File: config.mk
export PLATFORM = sky130hd
export DESIGN_NAME = keypad_scan_top
export DESIGN_NICKNAME = d
export VERILOG_FILES = /design/src/rtl/kps_pkg.sv /design/src/rtl/kps_scan_seq.sv /design/src/rtl/kps_debounce.sv /design/src/rtl/kps_evt_fifo.sv /design/src/rtl/keypad_scan_top.sv
export SDC_FILE = /design/constraint.sdc
export NUM_CORES = 1
export LEC_CHECK = 0
export BUFFER_PORTS_ARGS = -buffer_cell sky130_fd_sc_hd__buf_2
export CORE_MARGIN = 2
export CORE_UTILIZATION = 55
export CTS_CLUSTER_SIZE = 14
export DETAILED_ROUTE_END_ITERATION = 10
export PLACE_DENSITY = 0.76
export SKIP_CTS_REPAIR_TIMING = 1
export SLEW_MARGIN = 20
export SYNTH_ARGS = -nofsm -noshare
export SYNTH_HDL_FRONTEND = slang
export SYNTH_SLANG_ARGS = --single-unit
File: constraint.sdc
create_clock -name clk_i -period 10.3 [get_ports clk_i]
set_input_delay 1.545 -clock clk_i [delete_from_list [all_inputs] [get_ports clk_i]]
set_output_delay 1.545 -clock clk_i [all_outputs]
set_load 0.01 [all_outputs]
File: src/rtl/kps_pkg.sv
package kps_pkg;
  typedef enum logic {PH_SETTLE, PH_EVAL} scan_ph_e;

  function automatic int unsigned max_u(int unsigned a, int unsigned b);
    return (a > b) ? a : b;
  endfunction
endpackage

File: src/rtl/kps_scan_seq.sv
module kps_scan_seq
  import kps_pkg::*;
#(
  parameter int unsigned COLS    = 8,
  parameter int unsigned ROWS    = 8,
  parameter int unsigned SF      = 8,
  parameter int unsigned DWELL_W = 4,
  localparam int unsigned GRP_W  = $clog2(COLS + 1),
  localparam int unsigned IDX_W  = $clog2(max_u(ROWS, SF))
) (
  input  logic               clk_i,
  input  logic               rst_ni,
  input  logic [DWELL_W-1:0] dwell_i,
  output logic [COLS-1:0]    col_no,
  output logic               eval_o,
  output logic               is_sf_o,
  output logic [GRP_W-1:0]   grp_o,
  output logic [IDX_W-1:0]   idx_o
);
  scan_ph_e           ph_q;
  logic [GRP_W-1:0]   grp_q;
  logic [IDX_W-1:0]   idx_q;
  logic [DWELL_W-1:0] tmr_q;
  logic               is_sf;
  logic [IDX_W-1:0]   last_idx;

  assign is_sf    = (grp_q == GRP_W'(COLS));
  assign last_idx = is_sf ? IDX_W'(SF - 1) : IDX_W'(ROWS - 1);

  always_ff @(posedge clk_i or negedge rst_ni) begin
    if (!rst_ni) begin
      ph_q  <= PH_SETTLE;
      grp_q <= '0;
      idx_q <= '0;
      tmr_q <= '0;
    end else begin
      case (ph_q)
        PH_SETTLE: begin
          if (tmr_q >= dwell_i) begin
            ph_q  <= PH_EVAL;
            tmr_q <= '0;
            idx_q <= '0;
          end else begin
            tmr_q <= tmr_q + 1'b1;
          end
        end
        default: begin
          if (idx_q == last_idx) begin
            ph_q  <= PH_SETTLE;
            idx_q <= '0;
            grp_q <= is_sf ? '0 : grp_q + 1'b1;
          end else begin
            idx_q <= idx_q + 1'b1;
          end
        end
      endcase
    end
  end

  for (genvar c = 0; c < COLS; c++) begin : g_col
    assign col_no[c] = (grp_q != GRP_W'(c));
  end

  assign eval_o  = (ph_q == PH_EVAL);
  assign is_sf_o = is_sf;
  assign grp_o   = grp_q;
  assign idx_o   = idx_q;
endmodule

File: src/rtl/kps_debounce.sv
module kps_debounce #(
  parameter int unsigned N_KEYS   = 72,
  parameter int unsigned DEB_W    = 4,
  parameter int unsigned MAX_DOWN = 8,
  localparam int unsigned KEY_W   = $clog2(N_KEYS),
  localparam int unsigned DN_W    = $clog2(N_KEYS + 1)
) (
  input  logic             clk_i,
  input  logic             rst_ni,
  input  logic             eval_i,
  input  logic [KEY_W-1:0] key_i,
  input  logic             raw_i,
  input  logic [DEB_W-1:0] deb_i,
  output logic             push_o,
  output logic [KEY_W:0]   evt_o,
  output logic             refuse_o
);
  logic [N_KEYS-1:0] stable_q;
  logic [DEB_W-1:0]  cnt_q [N_KEYS];
  logic [DN_W-1:0]   down_q;
  logic [DEB_W-1:0]  deb_eff;
  logic [DEB_W:0]    cnt_nx;
  logic              changed, ripe, blocked, accept;

  assign deb_eff = (deb_i == '0) ? DEB_W'(1) : deb_i;
  assign changed = eval_i && (raw_i != stable_q[key_i]);
  assign cnt_nx  = {1'b0, cnt_q[key_i]} + 1'b1;
  assign ripe    = changed && (cnt_nx >= {1'b0, deb_eff});
  // a press is refused while the held-key budget is used up
  assign blocked = ripe && raw_i && (down_q == DN_W'(MAX_DOWN));
  assign accept  = ripe && !blocked;

  always_ff @(posedge clk_i or negedge rst_ni) begin
    if (!rst_ni) begin
      stable_q <= '0;
      down_q   <= '0;
      for (int k = 0; k < N_KEYS; k++) cnt_q[k] <= '0;
    end else if (eval_i) begin
      if (!changed) begin
        cnt_q[key_i] <= '0;
      end else if (accept) begin
        stable_q[key_i] <= raw_i;
        cnt_q[key_i]    <= '0;
        down_q          <= raw_i ? down_q + 1'b1 : down_q - 1'b1;
      end else if (!ripe) begin
        cnt_q[key_i] <= cnt_nx[DEB_W-1:0];
      end
    end
  end

  assign push_o   = accept;
  assign evt_o    = {raw_i, key_i};
  assign refuse_o = blocked;
endmodule

File: src/rtl/kps_evt_fifo.sv
module kps_evt_fifo #(
  parameter int unsigned DEPTH = 16,
  parameter int unsigned W     = 8,
  localparam int unsigned AW   = $clog2(DEPTH)
) (
  input  logic         clk_i,
  input  logic         rst_ni,
  input  logic         push_i,
  input  logic [W-1:0] din_i,
  input  logic         pop_i,
  output logic [W-1:0] dout_o,
  output logic         empty_o,
  output logic         full_o,
  output logic         drop_o
);
  logic [W-1:0]  mem_q [DEPTH];
  logic [AW-1:0] wp_q, rp_q;
  logic [AW:0]   cnt_q;
  logic          do_pop, do_push;

  assign empty_o = (cnt_q == '0);
  assign full_o  = (cnt_q == (AW+1)'(DEPTH));
  assign do_pop  = pop_i && !empty_o;
  assign do_push = push_i && (!full_o || do_pop);
  assign drop_o  = push_i && full_o && !do_pop;

  function automatic logic [AW-1:0] inc(logic [AW-1:0] p);
    return (p == AW'(DEPTH - 1)) ? '0 : p + 1'b1;
  endfunction

  always_ff @(posedge clk_i or negedge rst_ni) begin
    if (!rst_ni) begin
      wp_q  <= '0;
      rp_q  <= '0;
      cnt_q <= '0;
    end else begin
      if (do_push) wp_q <= inc(wp_q);
      if (do_pop)  rp_q <= inc(rp_q);
      if (do_push && !do_pop)      cnt_q <= cnt_q + 1'b1;
      else if (do_pop && !do_push) cnt_q <= cnt_q - 1'b1;
    end
  end

  always_ff @(posedge clk_i) begin
    if (do_push) mem_q[wp_q] <= din_i;
  end

  assign dout_o = mem_q[rp_q];
endmodule

File: src/rtl/keypad_scan_top.sv
module keypad_scan_top
  import kps_pkg::*;
#(
  parameter int unsigned COLS     = 8,
  parameter int unsigned ROWS     = 8,
  parameter int unsigned SF       = 8,
  parameter int unsigned DEPTH    = 16,
  parameter int unsigned DWELL_W  = 4,
  parameter int unsigned DEB_W    = 4,
  parameter int unsigned MAX_DOWN = 8,
  localparam int unsigned N_MAT   = COLS * ROWS,
  localparam int unsigned N_KEYS  = N_MAT + SF,
  localparam int unsigned KEY_W   = $clog2(N_KEYS),
  localparam int unsigned GRP_W   = $clog2(COLS + 1),
  localparam int unsigned IDX_W   = $clog2(max_u(ROWS, SF))
) (
  input  logic               clk_i,
  input  logic               rst_ni,
  input  logic [DWELL_W-1:0] dwell_i,
  input  logic [DEB_W-1:0]   debounce_i,
  input  logic [ROWS-1:0]    row_i,
  input  logic [SF-1:0]      sf_i,
  output logic [COLS-1:0]    col_o,
  input  logic               rd_i,
  input  logic               err_clr_i,
  output logic [KEY_W:0]     evt_o,
  output logic               evt_valid_o,
  output logic               fifo_ovr_o,
  output logic               key_ovr_o
);
  logic             eval, is_sf, raw;
  logic [GRP_W-1:0] grp;
  logic [IDX_W-1:0] idx;
  logic [KEY_W-1:0] key;
  logic             push_v, refuse, drop, fifo_empty, fifo_full;
  logic [KEY_W:0]   push_d;
  logic             fifo_ovr_q, key_ovr_q;

  kps_scan_seq #(.COLS(COLS), .ROWS(ROWS), .SF(SF), .DWELL_W(DWELL_W)) seq_i (
    .clk_i(clk_i), .rst_ni(rst_ni), .dwell_i(dwell_i), .col_no(col_o),
    .eval_o(eval), .is_sf_o(is_sf), .grp_o(grp), .idx_o(idx)
  );

  assign raw = is_sf ? !sf_i[idx] : !row_i[idx];
  assign key = is_sf ? KEY_W'(N_MAT) + KEY_W'(idx)
                     : KEY_W'(grp) * KEY_W'(ROWS) + KEY_W'(idx);

  kps_debounce #(.N_KEYS(N_KEYS), .DEB_W(DEB_W), .MAX_DOWN(MAX_DOWN)) deb_i (
    .clk_i(clk_i), .rst_ni(rst_ni), .eval_i(eval), .key_i(key), .raw_i(raw),
    .deb_i(debounce_i), .push_o(push_v), .evt_o(push_d), .refuse_o(refuse)
  );

  kps_evt_fifo #(.DEPTH(DEPTH), .W(KEY_W + 1)) fifo_i (
    .clk_i(clk_i), .rst_ni(rst_ni), .push_i(push_v), .din_i(push_d),
    .pop_i(rd_i), .dout_o(evt_o), .empty_o(fifo_empty), .full_o(fifo_full),
    .drop_o(drop)
  );

  always_ff @(posedge clk_i or negedge rst_ni) begin
    if (!rst_ni) begin
      fifo_ovr_q <= 1'b0;
      key_ovr_q  <= 1'b0;
    end else begin
      fifo_ovr_q <= (fifo_ovr_q && !err_clr_i) || drop;
      key_ovr_q  <= (key_ovr_q && !err_clr_i) || refuse;
    end
  end

  assign evt_valid_o = !fifo_empty;
  assign fifo_ovr_o  = fifo_ovr_q;
  assign key_ovr_o   = key_ovr_q;
endmodule

* After elaboration in Yosys (flattened, before gate mapping)
Memory sizes are Yosys's and may differ from the RTL's. Index checks and enable logic that the tools add are counted.
Word-level totals: bits in registers 394, memory bits (writable) 128, input bits 28, output and inout bits 19, word-level logic and storage cells 191, memories kept 1
Memories:
- fifo_i.mem_q | depth 16, width 8, rd ports 1, clocked after Yosys merged registers in 0, write ports 1, RTL line kps_evt_fifo.sv:16 | logic [W-1:0] mem_q [DEPTH];
Cells by class: add/subtract/negate cells 12, magnitude comparators 7, eq/ne operators 15, multiplexer cells 36, bitwise gates (word level) 3, reduce and logical (&&, ||, !) cells 34
Operators with widths (number):
- $mux W288 | 3
- $and A288 B288 Y288 | 1
- $bwmux W288 | 1
- $not A288 Y288 | 1
- $bwmux W72 | 1
- $mux W4 | 8
- $bmux W4 S7 | 1
- $demux W4 S7 | 1
- $add A4 B1 Y4 const B | 4
- $ne A4 B3 Y1 const B | 4
- $logic_and A1 B1 Y1 | 15
- $mux W7 | 2
- $eq A4 B4 Y1 const B | 3
- $mux W1 | 10
- $mux W5 | 2
- $mux W3 | 3
- $ge A8 B8 Y1 const B | 1
- $logic_not A1 Y1 | 8
- $lt A7 B8 Y1 const B | 1
- $lt A8 B1 Y1 const B | 1
- $ne A4 B2 Y1 const B | 2
- $not A7 Y8 | 1
- $add A7 B1 Y7 const B | 1
- $add A7 B3 Y7 | 1
- other kinds (26) | 31

* Longest topological paths before layout
Gate-level depths: netlist of run 1.
depth in word-level cells 18, gate-level depth with buffers 30, mapped depth without buffers 26

* Cells and area by module
A second synthesis of run 1 with hierarchy kept.
Second synthesis, totals: cell total of the unflattened synthesis 1888, area total of the unflattened synthesis 26108.8 µm²
Modules (own cells, without submodules):
- kps_debounce | times used 1, cells each 1459, area an instance 19154.6 µm², sequential area each 9183.8 µm²
- kps_evt_fifo | times used 1, cells each 329, area an instance 5923.2 µm², sequential area each 4169.0 µm²
- kps_scan_seq | times used 1, cells each 83, area an instance 797.0 µm², sequential area each 300.3 µm²
- keypad_scan_top | times used 1, cells each 17, area an instance 234.0 µm², sequential area each 50.0 µm²

* Worst setup path before layout of run 1
Ideal clock, no wire load.
kind register -> register, start point reg seq_i.grp_q[0], in the netlist seq_i.grp_o[0], end point reg fifo_i.cnt_q[4], setup time 0.125 ns, data arrival time 5.543 ns, data required time 10.175 ns, slack 4.632 ns, cell stages (with the launch flop) 29, buffers on the path 3, clock period less this slack 5.668 ns, cells stage by stage dfrtp_1 > inv_1 > ha_1 > nand3b_2 > nand2_2 > inv_1 > buf_2 > o311ai_0 > o21ai_1 > a2111oi_4 > inv_1 > ha_1 > ha_1 > a21o_1 > a21o_1 > a21o_1 > o22ai_2 > or3_1 > buf_2 > buf_6 > inv_1 > ha_1 > inv_1 > ha_1 > a21o_1 > a21oi_1 > xnor2_1 > nor2_1 > xor2_1
On the way: longest elaborated chain between the ends 17, elaborated cells between the ends (all ways) 25, classes of those cells add/sub (2); order compare (1); eq/ne (2); mux (8); bitwise (1); reduce/logical (11)
Ends and longest elaborated chain:
- start, declared | RTL line kps_scan_seq.sv:21 | logic [GRP_W-1:0] grp_q;
- start signal, assigned | RTL line kps_scan_seq.sv:51 | grp_q <= is_sf ? '0 : grp_q + 1'b1;
- $add A7 B3 Y7 / $eq A4 B4 Y1 (equally long branches) | RTL line keypad_scan_top.sv:46, kps_scan_seq.sv:27
- $mux W7 | RTL line keypad_scan_top.sv:45 | assign key = is_sf ? KEY_W'(N_MAT) + KEY_W'(idx)
- $not A7 Y8 (implied by the code) | RTL line kps_debounce.sv:27 | assign cnt_nx = {1'b0, cnt_q[key_i]} + 1'b1;
- $bmux W4 S7 | RTL line kps_debounce.sv:27
- $mux W4 (implied by the code) (2 in series) | RTL line kps_debounce.sv:27
- $add A4 B1 Y5 | RTL line kps_debounce.sv:27
- $ge A5 B4 Y1 | RTL line kps_debounce.sv:28 | assign ripe = changed && (cnt_nx >= {1'b0, deb_eff});
- $logic_and A1 B1 Y1 | RTL line kps_debounce.sv:28
- $logic_and A1 B1 Y1 (2 in series) | RTL line kps_debounce.sv:30 | assign blocked = ripe && raw_i && (down_q == DN_W'(MAX_DOWN));
- $logic_not A1 Y1 | RTL line kps_debounce.sv:31 | assign accept = ripe && !blocked;
- $logic_and A1 B1 Y1 * | RTL line kps_debounce.sv:31
- $logic_and A1 B1 Y1 * | RTL line kps_evt_fifo.sv:24 | assign do_push = push_i && (!full_o || do_pop);
- via fifo_i.do_push | RTL line kps_evt_fifo.sv:19 | logic do_pop, do_push;
- $logic_not A1 Y1 | RTL line kps_evt_fifo.sv:40 | else if (do_pop && !do_push) cnt_q <= cnt_q - 1'b1;
- $logic_and A1 B1 Y1 | RTL line kps_evt_fifo.sv:40
- $reduce_bool A2 Y1 (no line)
- end signal, assigned | RTL line kps_evt_fifo.sv:39 | if (do_push && !do_pop) cnt_q <= cnt_q + 1'b1;
- end signal, assigned | RTL line kps_evt_fifo.sv:40
- end, declared | RTL line kps_evt_fifo.sv:18 | logic [AW:0] cnt_q;
Mark *: on every way through the listed nets, which the timed path passes. The rest lies on a longest branch. The select of a mux whose other input is x is not followed. A chain may end at the register's enable or synchronous reset.

* Worst setup path in the final report of run 1
start point reg seq_i.grp_q[1], in the netlist seq_i.grp_o[1], end point reg fifo_i.cnt_q[4]
Same word-level chain as after synthesis.

==> results of run 1 <==
==> layout by cell type (no fill, tap or decap), types with 54 or more instances in the layout <==
cell type	instances
mux2_1	100
edfxtp_1	128
nor4_1	67
mux4_2	54
o2111a_1	64
mux2_2	297
clkbuf_16	55
dfrtp_1	388
mux2i_1	55
nand2_1	71
==> per-stage QoR <==
| stage | instance area [sq um] | hold slack (ns) | setup slack [ns] | util, % |
|---|---|---|---|---|
| global route | 28400 | 0.491 | 2.52 | 60.9 |
| global placement | 26400 | 0.462 | 3.10 | 56.7 |
| CTS | 28400 | 0.482 | 2.98 | 60.9 |
| detailed placement | 26400 | 0.471 | 3.02 | 56.7 |
| floorplan | 25900 | 0.443 | 4.63 | - |
| finish | 28400 | 0.479 | 2.77 | 60.9 |
==> state kept, by name, indices dropped and copies added, names as in the netlist <==
signal	flops
deb_i.down_q	7
key_ovr_o	1
fifo_i.rp_q	4
fifo_ovr_o	1
seq_i.tmr_q	4
deb_i.cnt_q	288
fifo_i.wp_q	4
fifo_i.cnt_q	5
seq_i.grp_o	4
seq_i.idx_o	3
deb_i.stable_q	72
fifo_i.mem_q	128
seq_i.eval_o	1
==> worst reg2reg max path, cell delays in order (launching register included) <==
cell	delay (ns)
dfrtp_1	0.52
inv_1	0.22
ha_1	0.37
nand3b_2	0.27
nand2_2	0.52
inv_1	0.21
buf_4	0.34
o311ai_0	0.42
o21ai_1	0.19
a2111oi_4	0.49
inv_1	0.18
ha_1	0.33
ha_1	0.30
a21o_1	0.16
a21o_1	0.17
a21o_1	0.27
o22ai_2	0.22
or3_1	0.66
inv_1	0.14
ha_1	0.27
inv_1	0.16
ha_1	0.30
a21o_1	0.19
a21oi_1	0.17
xnor2_1	0.14
nor2_1	0.07
xor2_1	0.14
==> metal layers <==
metal	part of all wire [%]	vias to the layer above
li1	-	7216
met1	40	8922
met2	46	940
met3	10	210
met4	3.5	0
met5	0	-
==> final timing paths <==
check,slack [ns],end,cells after the start
setup / recovery,2.77,fifo_i.cnt_q[4]$_DFFE_PN0P_,26
hold / removal,0.48,deb_i.down_q[6]$_DFFE_PN0P_,1
setup reg to reg,2.77,fifo_i.cnt_q[4]$_DFFE_PN0P_,26
hold reg to reg,0.48,deb_i.down_q[6]$_DFFE_PN0P_,1
max in group asynchronous,7.21,deb_i.cnt_q[3]$_DFFE_PN0P_,3
min in group asynchronous,0.87,deb_i.cnt_q[245]$_DFFE_PN0P_,1
==> kinds of logic after synthesis <==
logic type / synth area share (%)
DFF: 52.8
AOI/OAI and AO/OA: 10.4
adders and majority gates: 1.70
buffers and inverters: 4.05
xor gates and xnor gates: 0.507
and+or+nand+nor: 6.28
muxes: 24.2
==> power by group <==
part | switching (mW) | leakage [nW] | internal, mW
Combinational | 2.86 | 4.72 | 1.31
Clock | 0.840 | 0.964 | 1.30
Sequential | 0.407 | 6.56 | 2.58
==> final cells by class <==
type	count	area [sq um]
fill	3475	18200
sequential	522	13700
multi-input combinational	1155	11200
clock buffer	73	1540
tap	607	759
timing repair buffer	92	586
clock inverter	28	415
inverter	38	143
==> results.cfg, run 1 <==
[global_route]
grt.busiest_layer = met2
grt_pass1_wl_um = 109000
use_met3_pct = 8.27
grtUsageTotal_pct = 29.0
gr-usage-met2_pct = 44.5
grt_max_degree = 80
global_route.usage.met1_pct = 39.9
grt.overflow.total = 0
grt_pass1_vias = 17500
antenna_found_initial = 0

[die]
io_pins = 47
die-width_um = 221
row_count = 79
core_sq_um = 46600
chipHeight_um = 221
start_util_pct = 55.7
die_area_sq_um = 48900

[sta]
tightest_slew_ns = 1.10
max_freq_mhz = 133
finalHoldViolations = 0
setup-violations-final = 0
post-route-min-period_ns = 7.53
min_period_over_period_pct = 73.1
slew_violations = 0
finalSetupTns_ns = 0
relSlewSlack_pct = 26.1
grt_setup_unrepaired = no
skew_ns = 0.0337

[route]
ant_nets = 0
vias_per_cell = 6.87
vias = 17300
drc_errors = 0
first_iter_violations = 1884
firstDrtPassIters = 5
drt_wl_total_um = 71200
wl_per_cell_um = 28.3

[clocking]
clkSinkCount = 522
numCtsBuffers = 55
clkSlewWorstSetupHoldPaths_ns = 0.06
clk_latency_ns = 0.62
clock-root-buffer = clkbuf_16
cts_tree = done
htreeDepth = 2
cts.path.max_buffers = 3

[logic_synthesis]
synth.most_common_cell = dfrtp_1
yosysTopAreaCellShare_pct = 38.0
async_flop_share_pct = 75.5
synth_area_leader_cell = dfrtp_1
synthDistinctLibCells = 98
syn-num-nets = 1942
synth.avg_cell_area_sq_um = 13.8
yosys_most_used_dff = dfrtp_1
yosys-top-cells-area = dfrtp_1 (38%), edfxtp_1 (15%), mux2_2 (13%)
synth_common_cells = dfrtp_1 (394), mux2_2 (297), edfxtp_1 (128), mux2_1 (100), clkbuf_1 (81)
synth-seq-cells = 522
synth_cells = 1880
netlist_area_sq_um = 25900
synth_edf_count = 128
ys_warn_count = 0
yosysSeqAreaShare_pct = 52.8

[setup_path]
crit_family = compound AO/OA/AOI/OAI gates
reg2reg_from = seq_i.grp_o[1]$_DFFE_PN0P_
crit_path_start_kind = flip-flop
end_kind = flip-flop
worst_ep_arrival_time_ns = 8.03
worst_path_max_delay_cell = or3_1
crit_path_start = seq_i.grp_o[1]$_DFFE_PN0P_
criticalPathCategory = flip-flop to flip-flop
cpPeakStageDelay_ns = 0.66
crit_buf_inv = 6
cp_max_fo = 35
required_ns = 10.80

[pwr]
peakVddDrop_mv = 0.329
power_density_nw_per_um2 = 328
power.leakage_nw = 12.2
design_power_total_mw = 9.30

[flow_run]
cap_violations = 0

[place]
globalplace.congestion = 0.938
hpwlAfterDp_um = 43800
port_buffers = 46
place_inst = 2414

[layout]
n_antenna_cell = 0
layout.nets = 1926
layout-drive-gt1-share_pct = 31.3
fin_cells = 2515
area_growth_pct = 9.31

[worst_hold_path]
min-delay-start = deb_i.down_q[6]$_DFFE_PN0P_
min_path_type = flip-flop to flip-flop

[outcome]
status = completed
(Power assumes the default switching activity.)
==> run 2, diff against run 1 <==
- PLACE_DENSITY: 0.76 -> 0.79
- clock period: 10.3 -> 6.04 ns (I/O delays scaled with it)
==> run 2 against run 1 <==
Critical path depth down 3. Die area unchanged. Via count up 1.2%. Global-route usage up 0.098 points. Routed wire length about the same. Non-clock buffer count up 56. Power up 72%. Largest cell class unchanged.
==> results.cfg, run 2 (same netlist as run 1, synthesis figures left out) <==
[outcome]
status = completed

[layout]
layout_common_cells = dfrtp_1 (388), mux2_2 (297), edfxtp_1 (128)
postLayoutCellArea_sq_um = 28700
n_antenna_cell = 0
fillers = 3370
area_growth_pct = 10.6
layout.nets = 1980
final_common_cell = dfrtp_1
layout-drive-gt1-share_pct = 33.0
top_register = deb_i.cnt_q
top_regs = deb_i.cnt_q: 288 flops, fifo_i.mem_q: 128 flops, deb_i.stable_q: 72 flops
largest_reg_flops = 288
fin_cells = 2565

[sta]
tightest_slew_ns = 0.960
skew_ns = 0.0344
max_freq_mhz = 174
finalHoldViolations = 0
relSlewSlack_pct = 36.0
post-route-min-period_ns = 5.74
grt_setup_unrepaired = no
finalSetupTns_ns = 0
min_period_over_period_pct = 95.0
setup-violations-final = 0
slew_violations = 0

[route]
firstDrtPassIters = 6
vias = 17500
ant_nets = 0
drc_errors = 0
vias_per_cell = 6.82
first_iter_violations = 1931
drt_wl_total_um = 71300
wl_per_cell_um = 27.8

[clocking]
clkSlewWorstSetupHoldPaths_ns = 0.06
clkSinkCount = 522
cts.path.max_buffers = 3
clk_latency_ns = 0.63
clock-root-buffer = clkbuf_16
numCtsBuffers = 53
htreeDepth = 2
cts_tree = done

[global_route]
grt_pass1_vias = 18000
grt_max_degree = 132
grt_pass1_wl_um = 110000
grtUsageTotal_pct = 29.0
grt.overflow.total = 0
antenna_found_initial = 1

[pwr]
power.leakage_nw = 12.5
power_density_nw_per_um2 = 557
peakVddDrop_mv = 0.689

[die]
chipHeight_um = 221
core_sq_um = 46600
io_pins = 47
die_area_sq_um = 48900
row_count = 79
die-width_um = 221
start_util_pct = 55.7

[setup_path]
worst_ep_arrival_time_ns = 6.24
required_ns = 6.54
criticalPathCategory = flip-flop to flip-flop
end_kind = flip-flop
crit_path_start_kind = flip-flop
cp_max_fo = 13

[flow_run]
cap_violations = 0

[place]
postPlaceCellArea_sq_um = 26900
place_inst = 2469
globalplace.congestion = 0.922
port_buffers = 46
hpwlAfterDp_um = 46300

[worst_hold_path]
min_path_type = input port to asynchronous set/reset pin
==> run 2: area by class of cell <==
cell class | instances | area [sq um] | share of cell area, %
Sequential cell | 522 | 13700 | 47.8
Clock inverter | 22 | 300 | 1.05
Tap cell | 607 | 759 | 2.65
Inverter | 38 | 143 | 0.497
Timing Repair Buffer | 148 | 1070 | 3.74
Clock buffer | 73 | 1500 | 5.24
Multi-Input combinational cell | 1155 | 11200 | 39.0
==> run 2: metrics by stage <==
step	total power [mW]	utilization (%)	hold WS, ns	worst slack [ns]
6_report	16.0	61.6	0.277	0.299
5_1_grt	16.6	61.6	0.321	0.0488
4_1_cts	15.8	61.6	0.290	0.204
3_5_place_dp	12.4	57.7	0.473	0.264
3_3_place_gp	12.2	57.7	0.460	0.312
2_1_floorplan	9.97	-	0.443	0.372
==> run 2: power by group <==
part	internal, mW	switching [mW]	leakage [nW]	total [mW]
registers	4.41	0.542	6.56	4.95
logic	2.50	5.14	5.02	7.64
clock network	1.96	1.44	0.880	3.40
total	8.87	7.12	12.5	16.0
==> run 2: final timing paths <==
| kind | startpoint | to | slack (ns) | depth (start not counted) |
|---|---|---|---|---|
| min in group clk_i | deb_i.cnt_q[51]$_DFFE_PN0P_ | deb_i.cnt_q[51]$_DFFE_PN0P_ | 0.48 | 1 |
| worst max register to register | seq_i.idx_o[0]$_DFFE_PN0P_ | fifo_i.cnt_q[4]$_DFFE_PN0P_ | 0.30 | 23 |
| worst min-delay path | rst_ni | deb_i.cnt_q[120]$_DFFE_PN0P_ | 0.28 | 1 |
| worst max-delay path | seq_i.idx_o[0]$_DFFE_PN0P_ | fifo_i.cnt_q[4]$_DFFE_PN0P_ | 0.30 | 23 |
| max in group asynchronous | rst_ni | deb_i.cnt_q[173]$_DFFE_PN0P_ | 4.44 | 2 |
| worst min register to register | deb_i.cnt_q[51]$_DFFE_PN0P_ | deb_i.cnt_q[51]$_DFFE_PN0P_ | 0.48 | 1 |
==> run 2: worst max-delay path, cell delays in order, from the launching register on <==
cell	delay, ns
dfrtp_4	0.54
buf_4	0.28
mux2i_1	0.42
o22ai_1	0.24
o311ai_0	0.49
buf_4	0.19
a21oi_1	0.05
nor3_1	0.34
and2_1	0.25
o31a_1	0.22
nor2_1	0.07
ha_1	0.28
a21o_2	0.23
o22ai_2	0.12
or3_1	0.35
inv_1	0.11
ha_1	0.19
inv_1	0.11
fa_1	0.42
a21o_1	0.18
a21oi_1	0.17
xnor2_1	0.13
nor2_1	0.06
xor2_1	0.15
==> run 2: layer usage <==
layer	up-vias	track usage, %	wire, um
met5	-	0	28
met1	9034	40.1	29000
li1	7335	-	-
met3	219	6.90	6350
met2	899	44.8	32900
met4	4	11.3	2940
==> run 3, diff against run 2 <==
- SYNTH_HIERARCHICAL: unset -> 1
==> run 3 against run 2 <==
Sequential power up 1%. Clock skew fell by 0.0046 ns. Power decreased by 5.0%. Critical path depth grew 4. Clock-buffer cell count decreased by 3. Synthesized cell count up 0.37%. Non-clock buffer count fell by 16. Final cell count barely moved. Largest power group unchanged.
==> results.cfg, run 3 <==
[outcome]
status = completed

[setup_path]
cp_max_fo = 6
reg2reg_from = seq_i/grp_o[0]$_DFFE_PN0P_
required_ns = 6.58
worst_ep_arrival_time_ns = 6.27
criticalPathCategory = flip-flop to flip-flop
end_kind = flip-flop
crit_path_start_kind = flip-flop
reg2reg_depth = 27
reg2reg_slack_ns = 0.31
crit_path_start = seq_i/grp_o[0]$_DFFE_PN0P_
r2r_end = fifo_i/cnt_q[4]$_DFFE_PN0P_

[global_route]
grt_pass1_vias = 17500
grt_max_degree = 166
grtUsageTotal_pct = 27.3
grt.overflow.total = 0
grt_pass1_wl_um = 104000
antenna_found_initial = 0

[layout]
n_antenna_cell = 0
top_regs = deb_i/cnt_q: 288 flops, fifo_i/mem_q: 128 flops, deb_i/stable_q: 72 flops
fillers = 3435
layout_common_cells = dfrtp_1 (389), mux2_2 (280), edfxtp_1 (128)
final_common_cell = dfrtp_1
layout-drive-gt1-share_pct = 34.5
final_util_pct = 62.0
area_growth_pct = 10.8
top_register = deb_i/cnt_q
postLayoutCellArea_sq_um = 28900
multi_input_area_sq_um = 11500
largest_reg_flops = 288
seqCellArea_sq_um = 13700
layout.nets = 1975

[route]
vias_per_cell = 6.57
vias = 16800
drt_wl_total_um = 66500
first_iter_violations = 1602
ant_nets = 0
drc_errors = 0
firstDrtPassIters = 6
wl_per_cell_um = 26.0

[pwr]
power.leakage_nw = 12.3
power_density_nw_per_um2 = 525
design_power_total_mw = 15.2
peakVddDrop_mv = 0.610

[worst_hold_path]
min_path_type = input port to asynchronous set/reset pin

[die]
die-width_um = 222
row_count = 79
io_pins = 47
core_sq_um = 46700
die_area_sq_um = 49200
start_util_pct = 56.0
chipHeight_um = 222

[clocking]
cts.path.max_buffers = 3
clkSinkCount = 522
clk_latency_ns = 0.63
cts_tree = done
clock-root-buffer = clkbuf_16
htreeDepth = 2
numCtsBuffers = 54
clkSlewWorstSetupHoldPaths_ns = 0.06

[flow_run]
cap_violations = 0

[sta]
setup-violations-final = 0
max_freq_mhz = 175
tightest_slew_ns = 1.15
post-route-min-period_ns = 5.73
finalSetupTns_ns = 0
finalHoldViolations = 0
min_period_over_period_pct = 94.8
relSlewSlack_pct = 23.1
grt_setup_unrepaired = no
fin_ws_ns = 0.314
skew_ns = 0.0298
slew_violations = 0

[place]
postPlaceCellArea_sq_um = 27000
globalplace.congestion = 0.931
hpwlAfterDp_um = 43000
port_buffers = 46
dp_slack_ns = -0.0408

[logic_synthesis]
netlist_area_sq_um = 26100
synth.avg_cell_area_sq_um = 13.8
syn-num-nets = 1948
synth_cells = 1887
ys_warn_count = 6
==> run 3: cell count changes in the layout (fill, tap and decap cells not counted), sizes merged, moves of 13 or more <==
cell / previous run / this run
nor3: 22 / 87
buf: 148 / 132
nor2b: 7 / 20
a221o: 3 / 17
a22oi: 36 / 12
o2111a: 64 / 1
nor4: 71 / 51
nand4: 3 / 29
a221oi: 39 / 17
==> run 3: critical path, stage by stage (launching register included) <==
cell      delay (ns)
dfrtp_1         0.35
inv_1           0.07
ha_1            0.22
and3b_2         0.28
or2_2           0.35
nor4b_2         0.19
a221oi_1        0.26
nor2_1          0.12
or4_4           0.55
a41oi_4         0.21
inv_1           0.09
ha_1            0.29
ha_1            0.30
a21o_1          0.17
a21o_1          0.17
a21oi_1         0.17
o31ai_2         0.13
nand3_2         0.16
inv_1           0.08
o21ai_2         0.09
inv_2           0.06
ha_2            0.21
inv_2           0.10
ha_1            0.25
a21o_1          0.17
a21oi_1         0.19
mux2i_1         0.23
xnor2_1         0.14
==> run 3: metrics by stage <==
| stage | instances | hold WS (ns) |
|---|---|---|
| detailed placement | 2461 | 0.464 |
| global route | 2563 | 0.291 |
| global placement | 2461 | 0.461 |
| CTS | 2559 | 0.266 |
| finish | 2563 | 0.249 |
| floorplan | 1887 | 0.443 |
==> run 3: area by class of cell <==
cell class              count  share of cell area, %
clock buffers              70                   5.15
clock inverters            28                   1.11
inverters                  44                  0.579
multi-input cells        1160                   39.6
flip-flops and latches    522                   47.4
well taps                 607                   2.62
repair buffers            132                   3.54
==> run 3: where the power goes <==
group	switching (mW)	internal, mW
Combinational	4.32	2.45
Clock	1.44	1.97
Sequential	0.604	4.41
==> run 3: how the worst max path moves through the flow <==
stage / slack, ns / end / cells past startpoint
2_1_floorplan: 0.05 / fifo_i/cnt_q[4]$_DFFE_PN0P_ / 30
3_3_place_gp: 0.20 / fifo_i/cnt_q[4]$_DFFE_PN0P_ / 27
3_5_place_dp: -0.04 / fifo_i/cnt_q[4]$_DFFE_PN0P_ / 27
4_1_cts: -0.07 / fifo_i/cnt_q[4]$_DFFE_PN0P_ / 27
5_1_grt: 0.02 / fifo_i/cnt_q[4]$_DFFE_PN0P_ / 27
6_report: 0.31 / fifo_i/cnt_q[4]$_DFFE_PN0P_ / 27
==> run 3: routing by layer <==
layer / vias to the layer above / track usage, % / share of wire, %
li1: 7194 / - / -
met3: 189 / 5.23 / 7.4
met1: 8771 / 37.3 / 41
met2: 691 / 43.2 / 47
met5: - / 0 / 0
met4: 0 / 11.1 / 4.1
